<file path="config.mk">
export PLATFORM = sky130hd
export DESIGN_NAME = spi_seq_master
export DESIGN_NICKNAME = d
export VERILOG_FILES = /design/src/rtl/spi_seq_pkg.sv /design/src/rtl/spi_cfg_select.sv /design/src/rtl/spi_phase_timer.sv /design/src/rtl/spi_shift_unit.sv /design/src/rtl/spi_seq_master.sv
export SDC_FILE = /design/constraint.sdc
export NUM_CORES = 1
export LEC_CHECK = 0
export BUFFER_PORTS_ARGS = -buffer_cell sky130_fd_sc_hd__buf_4
export CORE_MARGIN = 2
export CORE_UTILIZATION = 57
export CTS_BUF_LIST = sky130_fd_sc_hd__clkbuf_4 sky130_fd_sc_hd__clkbuf_8 sky130_fd_sc_hd__clkbuf_16
export DETAILED_ROUTE_END_ITERATION = 10
export PLACE_DENSITY = 0.86
export SYNTH_ARGS = -nofsm -noshare
export SYNTH_HDL_FRONTEND = slang
export SYNTH_SLANG_ARGS = --single-unit
</file>
<file path="constraint.sdc">
create_clock -name clk -period 6.8 [get_ports clk]
set_clock_uncertainty 0.15 [all_clocks]
set_input_delay 1.36 -clock clk [delete_from_list [all_inputs] [get_ports clk]]
set_output_delay 1.36 -clock clk [all_outputs]
set_load 0.01 [all_outputs]
</file>
<file path="src/rtl/spi_seq_pkg.sv">
package spi_seq_pkg;

    typedef enum logic [2:0] {
        ST_IDLE,
        ST_CS_GAP,
        ST_RECOVER,
        ST_SETUP,
        ST_SCK_LO,
        ST_SCK_HI
    } seq_state_e;

endpackage

</file>
<file path="src/rtl/spi_cfg_select.sv">
module spi_cfg_select #(
    parameter int NUM_CS = 4,
    parameter int CNT_W  = 8,
    localparam int CS_W  = $clog2(NUM_CS)
) (
    input  logic [CS_W-1:0]         sel,
    input  logic [NUM_CS*CNT_W-1:0] div_all,
    input  logic [NUM_CS*CNT_W-1:0] setup_all,
    input  logic [NUM_CS*CNT_W-1:0] recov_all,
    input  logic [NUM_CS-1:0]       wide_all,
    output logic [CNT_W-1:0]        div,
    output logic [CNT_W-1:0]        setup,
    output logic [CNT_W-1:0]        recov,
    output logic                    wide
);

    logic [CNT_W-1:0] div_a   [NUM_CS];
    logic [CNT_W-1:0] setup_a [NUM_CS];
    logic [CNT_W-1:0] recov_a [NUM_CS];

    // One lane per chip select, unpacked from the flat configuration buses
    for (genvar g = 0; g < NUM_CS; g++) begin : g_lane
        assign div_a[g]   = div_all[g*CNT_W +: CNT_W];
        assign setup_a[g] = setup_all[g*CNT_W +: CNT_W];
        assign recov_a[g] = recov_all[g*CNT_W +: CNT_W];
    end

    assign div   = div_a[sel];
    assign setup = setup_a[sel];
    assign recov = recov_a[sel];
    assign wide  = wide_all[sel];

endmodule

</file>
<file path="src/rtl/spi_phase_timer.sv">
module spi_phase_timer #(
    parameter int CNT_W = 8
) (
    input  logic             clk,
    input  logic             rst_n,
    input  logic             load,
    input  logic [CNT_W-1:0] load_val,
    output logic             expired
);

    logic [CNT_W-1:0] cnt;

    // Loaded with (length - 1); counts down to zero and holds there
    always_ff @(posedge clk or negedge rst_n) begin
        if (!rst_n) begin
            cnt <= '0;
        end else if (load) begin
            cnt <= load_val;
        end else if (cnt != '0) begin
            cnt <= cnt - 1'b1;
        end
    end

    assign expired = (cnt == '0);

endmodule

</file>
<file path="src/rtl/spi_shift_unit.sv">
module spi_shift_unit #(
    parameter int DATA_W = 16,
    localparam int HALF  = DATA_W / 2
) (
    input  logic              clk,
    input  logic              rst_n,
    input  logic              load,
    input  logic              wide,
    input  logic [DATA_W-1:0] data,
    input  logic              shift,
    input  logic              sample,
    input  logic              miso,
    output logic              mosi_bit,
    output logic [DATA_W-1:0] rx_word
);

    logic [DATA_W-1:0] tx_sr;
    logic [DATA_W-1:0] rx_sr;

    // A narrow word is left-aligned so the MSB always leaves first
    always_ff @(posedge clk or negedge rst_n) begin
        if (!rst_n) begin
            tx_sr <= '0;
            rx_sr <= '0;
        end else begin
            if (load) begin
                tx_sr <= wide ? data : {data[HALF-1:0], {HALF{1'b0}}};
                rx_sr <= '0;
            end else begin
                if (shift) begin
                    tx_sr <= {tx_sr[DATA_W-2:0], 1'b0};
                end
                if (sample) begin
                    rx_sr <= {rx_sr[DATA_W-2:0], miso};
                end
            end
        end
    end

    assign mosi_bit = tx_sr[DATA_W-1];
    assign rx_word  = rx_sr;

endmodule

</file>
<file path="src/rtl/spi_seq_master.sv">
module spi_seq_master
    import spi_seq_pkg::*;
#(
    parameter int NUM_CS  = 4,
    parameter int DATA_W  = 16,
    parameter int CNT_W   = 8,
    localparam int CS_W   = $clog2(NUM_CS),
    localparam int BIT_W  = $clog2(DATA_W),
    localparam int HALF   = DATA_W / 2
) (
    input  logic                    clk,
    input  logic                    rst_n,
    input  logic                    cfg_var_sel,
    input  logic [CS_W-1:0]         cfg_fixed_cs,
    input  logic [CNT_W-1:0]        cfg_cs_gap,
    input  logic [NUM_CS*CNT_W-1:0] cfg_div,
    input  logic [NUM_CS*CNT_W-1:0] cfg_setup,
    input  logic [NUM_CS*CNT_W-1:0] cfg_recover,
    input  logic [NUM_CS-1:0]       cfg_wide,
    input  logic                    tx_valid,
    output logic                    tx_ready,
    input  logic [DATA_W-1:0]       tx_data,
    input  logic [CS_W-1:0]         tx_cs,
    output logic                    sck,
    output logic                    mosi,
    input  logic                    miso,
    output logic [NUM_CS-1:0]       cs_n,
    output logic [DATA_W-1:0]       rx_data,
    output logic                    rx_done,
    output logic                    err_div0
);

    seq_state_e       state, nxt_state;
    logic [CS_W-1:0]  tgt_cs, cur_cs, last_cs, cfg_idx;
    logic             hist_valid, cur_wide;
    logic [BIT_W-1:0] bit_cnt, last_bit;
    logic [CNT_W-1:0] sel_div, sel_setup, sel_recov;
    logic             sel_wide;
    logic             tmr_load, tmr_expired;
    logic [CNT_W-1:0] tmr_val;
    logic             start, do_shift, do_sample, xfer_end;
    logic             mosi_bit, active;
    logic [DATA_W-1:0] rx_word;

    // A programmed delay of zero still lasts one cycle
    function automatic logic [CNT_W-1:0] span_load(input logic [CNT_W-1:0] v);
        return (v == '0) ? '0 : v - 1'b1;
    endfunction

    assign tgt_cs   = cfg_var_sel ? tx_cs : cfg_fixed_cs;
    assign cfg_idx  = (state == ST_IDLE) ? tgt_cs : cur_cs;
    assign last_bit = cur_wide ? BIT_W'(DATA_W - 1) : BIT_W'(HALF - 1);

    spi_cfg_select #(.NUM_CS(NUM_CS), .CNT_W(CNT_W)) u_cfg (
        .sel       (cfg_idx),
        .div_all   (cfg_div),
        .setup_all (cfg_setup),
        .recov_all (cfg_recover),
        .wide_all  (cfg_wide),
        .div       (sel_div),
        .setup     (sel_setup),
        .recov     (sel_recov),
        .wide      (sel_wide)
    );

    spi_phase_timer #(.CNT_W(CNT_W)) u_timer (
        .clk      (clk),
        .rst_n    (rst_n),
        .load     (tmr_load),
        .load_val (tmr_val),
        .expired  (tmr_expired)
    );

    spi_shift_unit #(.DATA_W(DATA_W)) u_shift (
        .clk      (clk),
        .rst_n    (rst_n),
        .load     (start),
        .wide     (sel_wide),
        .data     (tx_data),
        .shift    (do_shift),
        .sample   (do_sample),
        .miso     (miso),
        .mosi_bit (mosi_bit),
        .rx_word  (rx_word)
    );

    // State register
    always_ff @(posedge clk or negedge rst_n) begin
        if (!rst_n) begin
            state <= ST_IDLE;
        end else begin
            state <= nxt_state;
        end
    end

    // Transition logic and timer programming
    always_comb begin
        nxt_state = state;
        tmr_load  = 1'b0;
        tmr_val   = '0;
        start     = 1'b0;
        do_shift  = 1'b0;
        do_sample = 1'b0;
        xfer_end  = 1'b0;
        unique case (state)
            ST_IDLE: begin
                if (tx_valid && (sel_div != '0)) begin
                    start    = 1'b1;
                    tmr_load = 1'b1;
                    if (!hist_valid) begin
                        nxt_state = ST_SETUP;
                        tmr_val   = span_load(sel_setup);
                    end else if (tgt_cs == last_cs) begin
                        nxt_state = ST_RECOVER;
                        tmr_val   = span_load(sel_recov);
                    end else begin
                        nxt_state = ST_CS_GAP;
                        tmr_val   = span_load(cfg_cs_gap);
                    end
                end
            end
            ST_CS_GAP, ST_RECOVER: begin
                if (tmr_expired) begin
                    nxt_state = ST_SETUP;
                    tmr_load  = 1'b1;
                    tmr_val   = span_load(sel_setup);
                end
            end
            ST_SETUP: begin
                if (tmr_expired) begin
                    nxt_state = ST_SCK_LO;
                    tmr_load  = 1'b1;
                    tmr_val   = span_load(sel_div);
                end
            end
            ST_SCK_LO: begin
                if (tmr_expired) begin
                    nxt_state = ST_SCK_HI;
                    tmr_load  = 1'b1;
                    tmr_val   = span_load(sel_div);
                    do_sample = 1'b1;
                end
            end
            ST_SCK_HI: begin
                if (tmr_expired) begin
                    if (bit_cnt == last_bit) begin
                        nxt_state = ST_IDLE;
                        xfer_end  = 1'b1;
                    end else begin
                        nxt_state = ST_SCK_LO;
                        tmr_load  = 1'b1;
                        tmr_val   = span_load(sel_div);
                        do_shift  = 1'b1;
                    end
                end
            end
            default: nxt_state = ST_IDLE;
        endcase
    end

    // Transfer bookkeeping registers
    always_ff @(posedge clk or negedge rst_n) begin
        if (!rst_n) begin
            cur_cs     <= '0;
            last_cs    <= '0;
            hist_valid <= 1'b0;
            cur_wide   <= 1'b0;
            bit_cnt    <= '0;
            rx_data    <= '0;
            rx_done    <= 1'b0;
            err_div0   <= 1'b0;
        end else begin
            rx_done  <= xfer_end;
            err_div0 <= (state == ST_IDLE) && tx_valid && (sel_div == '0);
            if (start) begin
                cur_cs     <= tgt_cs;
                last_cs    <= tgt_cs;
                hist_valid <= 1'b1;
                cur_wide   <= sel_wide;
                bit_cnt    <= '0;
            end else if (do_shift) begin
                bit_cnt <= bit_cnt + 1'b1;
            end
            if (xfer_end) begin
                rx_data <= rx_word;
            end
        end
    end

    // Outputs decoded from the state
    always_comb begin
        active   = (state == ST_SETUP) || (state == ST_SCK_LO) || (state == ST_SCK_HI);
        tx_ready = (state == ST_IDLE);
        sck      = (state == ST_SCK_HI);
        mosi     = active && mosi_bit;
        cs_n     = '1;
        if (active) begin
            cs_n[cur_cs] = 1'b0;
        end
    end

endmodule

</file>
Word-level counts from Yosys, hierarchy flattened
Cells that the tools add are included.

cells by class
  $add $sub $neg = 6
  $lt $le $gt $ge = 4
  equal/unequal tests = 12
  multiplexer cells = 58
  bitwise operators = 2
  reductions and logical operators = 22

operators by type and width
  cell                                                    count
  2-to-1 mux 8 bit                                        19
  2-to-1 mux 16 bit                                       5
  binary-select mux 8 bit (select 2 bit)                  3
  zero test 8 bit                                         5
  subtractor 8 x 1 -> 8 bit (second input constant)       5
  case mux 8 bit (4 select lines)                         1
  2-to-1 mux 3 bit                                        6
  2-to-1 mux 4 bit                                        4
  nonzero test 8 bit                                      2
  case mux 3 bit (5 select lines)                         1
  2-to-1 mux 1 bit                                        12
  2-to-1 mux 2 bit                                        4
  equality test 3 x 2 -> 1 bit (second input constant)    2
  equality test 3 bit (second input constant)             2
  < comparator 2 x 3 -> 1 bit (second input constant)     2
  inequality test 2 bit (second input constant)           3
  nonzero test 2 bit                                      3
  logical AND 1 bit                                       5
  AND reduction 5 bit                                     1
  adder 4 x 1 -> 4 bit (second input constant)            1
  equality test 4 bit                                     1
  inequality test 2 x 1 -> 1 bit (second input constant)  2
  NOT 4 bit                                               1
  OR reduction 2 bit                                      2
  other kinds (11)                                        12

word-level totals
  bits in registers = 69
  input bits = 133
  output and inout port bits = 25

Logic depth before layout (Yosys ltp)
  word-level depth = 13
  depth in mapped cells = 17
  gate-level depth less buffers = 13

Modules after synthesis
From an unflattened synthesis, not the netlist that was laid out.

unflattened totals
  cell total of the unflattened synthesis = 459
  area total of the unflattened synthesis = 5006.1 µm²

by module, submodules not included
  module           times used  cells an instance  area each (µm²)  seq. area each (µm²)
  spi_seq_master   1           257                2362.3           725.7
  spi_shift_unit   1           117                1519.0           800.8
  spi_cfg_select   1           31                 648.1            0.0
  spi_phase_timer  1           54                 476.7            200.2

Worst setup path before layout
OpenSTA, ideal clock, no wires.

  path type = input -> register
  start point = input port cfg_var_sel
  end point = register u_timer.cnt[5]
  arrival = 4.309 ns
  required time = 6.568 ns
  slack = 2.259 ns
  stages = 16
  buffers on the path = 5
  cell sequence = mux2i_1 > o21a_1 > buf_6 > buf_6 > buf_2 > clkbuf_1 > nand2_1 > a21oi_1 > nor2_1 > ha_1 > a41oi_2 > and2_1 > buf_2 > nand2_1 > a211o_1 > a31oi_1

on the way
  longest elaborated chain between the ends = 13
  elaborated cells between the ends (all ways) = 36

RTL lines
  element                                                              RTL line                                                          RTL
  start, declared                                                      spi_seq_master.sv:13                                              input logic cfg_var_sel,
  2-to-1 mux 2 bit (*)                                                 spi_seq_master.sv:50                                              assign tgt_cs = cfg_var_sel ? tx_cs : cfg_fixed_cs;
  2-to-1 mux 2 bit                                                     spi_seq_master.sv:51                                              assign cfg_idx = (state == ST_IDLE) ? tgt_cs : cur_cs;
  NOT 2 -> 3 bit (implied by the code)                                 spi_cfg_select.sv:28, spi_cfg_select.sv:29, spi_cfg_select.sv:30
  binary-select mux 8 bit (select 2 bit)                               spi_cfg_select.sv:30                                              assign recov = recov_a[sel];
  2-to-1 mux 8 bit (implied by the code) (2 in a row)                  spi_cfg_select.sv:30
  subtractor 8 x 1 -> 8 bit / zero test 8 bit (equally long branches)  spi_seq_master.sv:47                                              return (v == '0) ? '0 : v - 1'b1;
  2-to-1 mux 8 bit                                                     spi_seq_master.sv:47
  2-to-1 mux 8 bit                                                     spi_seq_master.sv:113                                             end else if (tgt_cs == last_cs) begin
  2-to-1 mux 8 bit                                                     spi_seq_master.sv:110                                             if (!hist_valid) begin
  2-to-1 mux 8 bit                                                     spi_seq_master.sv:107                                             if (tx_valid && (sel_div != '0)) begin
  case mux 8 bit (4 select lines)                                      spi_seq_master.sv:105                                             unique case (state)
  2-to-1 mux 8 bit                                                     spi_phase_timer.sv:17                                             end else if (load) begin
  end signal, assigned                                                 spi_phase_timer.sv:18                                             cnt <= load_val;
  end signal, assigned                                                 spi_phase_timer.sv:20                                             cnt <= cnt - 1'b1;
  end, declared                                                        spi_phase_timer.sv:11                                             logic [CNT_W-1:0] cnt;

Every way passes the cells marked *; elsewhere a longest branch is shown, timed or not. The select of a mux whose other input is x is not followed.
A chain may end at the register's enable or synchronous reset.

Worst setup path after layout
  start point = input port cfg_var_sel
  end point = register u_timer.cnt[6]

The elaborated chain is that of the path after synthesis.

==> metrics.csv <==
metric,value,unit
place.port_buffers,157,
die_h,101,um
power.total,2.21,mW
start_util,58.3,%
postSynth.asyncResetShare,100,%
timing.max_slew.rel_slack,38.5,%
critical_path_class,primary input to register,
antenna_violating_nets_post_route,0,
clock_path_buffers,2,
global_route.overflow_total,0,
slew_viol_final,0,
grt_first_pass_wirelength,25.2,mm
core_area,0.00920,sq mm
place.detailed.hpwl,11.9,mm
post-cts-setup-buffers,0,
clkLatencyLatePin,0.34,ns
worstPathCellList,"buf_4, mux2i_1, buf_4, o21a_2, buf_4, buf_4, nand2_1, a21oi_1, nor2_1, ha_1, inv_1, nor3_1, nand2_1, mux2_2, o2111ai_1, nand3_1",
via_count,5732,
largest_stage_delay_worst_path,0.71,ns
tritoncts.num_buffers,9,
dr.pass1.iters,5,
end_kind,register,
grt_start_max_net_pins,70,
vdd.ir_drop.worst,0.000172,V
finalWorstSetupSlack,2.14,ns
timing.final.crit_period,4.66,ns
worstSetupStartpointType,primary input,
tritoncts,done,
critPathArrivalTime,4.72,ns
post-route-cell-area,0.00676,sq mm
detail_route.wl_per_cell,16.6,um
synth.net_count,830,
fp.dieArea,0.0102,sq mm
fin_setup_tns,0,ns
layout.cells.non_filler,940,
final-hold-violation-count,0,
slowest_cell_on_the_critical_path,sky130_fd_sc_hd__o21a_2,
setup-violations-final,0,
placedInstanceArea,0.00657,sq mm
clock-sinks,69,
final_util,73.6,%
viasPerCell,6.10,
sequential_area_share_after_synthesis,32.2,%
i_o_pin_count,158,
hold_class,register to register,
worstPathMaxFanout,41,
grt_setup_unrepaired,false,
floorplan.die.width,101,um
synth_enable_flop_cells,0,
largest_area_contributor_in_the_synthesized_netlist,sky130_fd_sc_hd__dfrtp_1,
timing_worst_slew_pin_value,0.915,ns
area_delta_synth_final,26.2,%
fillers,706,
dp_cells,924,
clk_slew_on_worst_s_h_paths,0.08,ns
crit_path_frequent_cell,sky130_fd_sc_hd__buf_4,
synthTopCellsByArea,"sky130_fd_sc_hd__dfrtp_1, sky130_fd_sc_hd__nand2_1, sky130_fd_sc_hd__mux2i_1",
yosys.area.top_type_share,32.2,%
cellLeakagePower,3.18,nW
synth_area_per_cell,7.82,sq um
routed_wirelength,15.6,mm
place.gp.congestion,0.932,
layout_worst_path_cycle_share,68.6,%
row_count,35,
yosys_register_bits,69,
dpl_worst_slack,1.91,ns
synthesis.yosys.warnings,0,
vias_in_the_first_global_route,5532,
post_synth_instance_area,0.00536,sq mm
antenna_cells_inserted,0,
drt_first_iter_violations,397,
antenna_found_initial,0,
fraction_of_final_layout_cells_with_drive_strength_greater_than_1,24.5,%
global_route.usage.total,30.7,%
post_cts.resized_instances,0,
power.density,326,mW/mm^2
drv_cap,0,
worst_ep_required_time,6.86,ns
whs,0.328,ns
ys_types,67,
h-tree-depth,3,
drc,0,
status,"finished, final reports clean",
synth_flop_cell,sky130_fd_sc_hd__dfrtp_1,
maxClockFrequency,0.214,GHz
post_cts_hold_buffer_count,0,
nets,968,
postSynthCellCount,686,
clock-root-buffer,sky130_fd_sc_hd__clkbuf_8,
-- registers in the layout, indices dropped and copies added, names as in the netlist --
register / flops
cur_wide: 1
last_cs: 2
u_shift.rx_word: 16
state: 3
hist_valid: 1
u_timer.cnt: 8
err_div0: 1
rx_data: 16
u_shift.tx_sr: 16
rx_done: 1
bit_cnt: 4
-- critical path, delay by kind of cell --
kind            cells  cell delay [ns]
compound gates      3             1.11
buf+inv             5             0.92
mux                 2             0.56
simple gates        5             0.56
fa+ha+maj           1             0.19
-- metal layers --
metal  routed length (um)  GRT usage [%]
met5                    0              0
met4                  608           13.2
met3                 1090           4.85
met2                 7910           54.6
met1                 5950           36.7
-- cell families (layout without fill, tap and decap cells) --
family | count (synthesis) | in the layout | share of synthesized area [%]
AND/OR/NAND/NOR | 339 | 339 | 29.0
flip-flops | 69 | 69 | 32.2
AO/OA/AOI/OAI | 133 | 133 | 16.9
XOR/XNOR | 33 | 33 | 5.39
buffers and inverters | 54 | 197 | 4.57
adder cells (fa/ha/maj) | 12 | 12 | 2.75
multiplexers | 46 | 46 | 9.15
-- placed cells by master (no fill, tap or decap), types with 3 or more instances in the layout --
cell,Yosys,final
sky130_fd_sc_hd__nor2b_1,3,3
sky130_fd_sc_hd__ha_1,11,11
sky130_fd_sc_hd__nand2b_1,3,3
sky130_fd_sc_hd__clkbuf_8,0,9
sky130_fd_sc_hd__o311ai_0,6,6
sky130_fd_sc_hd__a21oi_1,40,40
sky130_fd_sc_hd__mux2_2,4,4
sky130_fd_sc_hd__nand3_1,24,24
sky130_fd_sc_hd__mux2i_1,40,40
sky130_fd_sc_hd__nor4_1,15,15
sky130_fd_sc_hd__o211ai_1,10,10
sky130_fd_sc_hd__buf_4,2,167
sky130_fd_sc_hd__xor2_1,14,14
sky130_fd_sc_hd__or4_1,4,4
sky130_fd_sc_hd__and3_1,14,14
sky130_fd_sc_hd__xnor2_1,19,19
sky130_fd_sc_hd__o31ai_1,3,3
sky130_fd_sc_hd__a221o_1,7,7
sky130_fd_sc_hd__dfrtp_1,69,69
sky130_fd_sc_hd__a31oi_1,12,12
sky130_fd_sc_hd__o32a_1,3,3
sky130_fd_sc_hd__nor4b_1,3,3
sky130_fd_sc_hd__nand3b_1,6,6
sky130_fd_sc_hd__nor3_1,17,17
sky130_fd_sc_hd__nand2_1,169,169
sky130_fd_sc_hd__and2_1,6,6
sky130_fd_sc_hd__a211oi_1,3,3
sky130_fd_sc_hd__nor2_1,59,59
sky130_fd_sc_hd__inv_1,12,12
sky130_fd_sc_hd__or3_1,7,7
sky130_fd_sc_hd__o21ai_0,24,24
-- power breakdown --
part,switching [mW],internal (mW),leakage (nW)
logic,0.675,0.508,2.24
clock network,0.163,0.170,0.0996
registers,0.135,0.554,0.844
total,0.974,1.23,3.18
-- synth_stat cells, types with 11 or more instances --
master                     number
sky130_fd_sc_hd__o21ai_0       24
sky130_fd_sc_hd__mux2i_1       40
sky130_fd_sc_hd__clkbuf_1      19
sky130_fd_sc_hd__ha_1          11
sky130_fd_sc_hd__xor2_1        14
sky130_fd_sc_hd__nor3_1        17
sky130_fd_sc_hd__nand3_1       24
sky130_fd_sc_hd__nor4_1        15
sky130_fd_sc_hd__dfrtp_1       69
sky130_fd_sc_hd__nor2_1        59
sky130_fd_sc_hd__a31oi_1       12
sky130_fd_sc_hd__nand2_1      169
sky130_fd_sc_hd__inv_1         12
sky130_fd_sc_hd__xnor2_1       19
sky130_fd_sc_hd__a21oi_1       40
sky130_fd_sc_hd__and3_1        14
-- area by class of cell --
type	instances	area (sq um)	share of cell area, %
multi-input cells	563	3390	50.2
flip-flops and latches	69	1730	25.5
repair buffers	167	1250	18.5
well taps	111	139	2.05
clock buffers	9	124	1.83
clock inverters	7	73.8	1.09
inverters	14	52.6	0.777
-- path summary, 6_finish.rpt --
check                            start              to  slack [ns]  cells past startpoint
min in group asynchronous        rst_n      rx_data[1]        0.96                      1
min                         rx_data[5]      rx_data[5]        0.33                      2
max in group asynchronous        rst_n  u_timer.cnt[0]        4.99                      1
max                        cfg_var_sel  u_timer.cnt[6]        2.14                     16
min reg2reg                 rx_data[5]      rx_data[5]        0.33                      2
max reg2reg                   state[0]  u_timer.cnt[6]        2.55                     14
(Power assumes the default switching activity.)
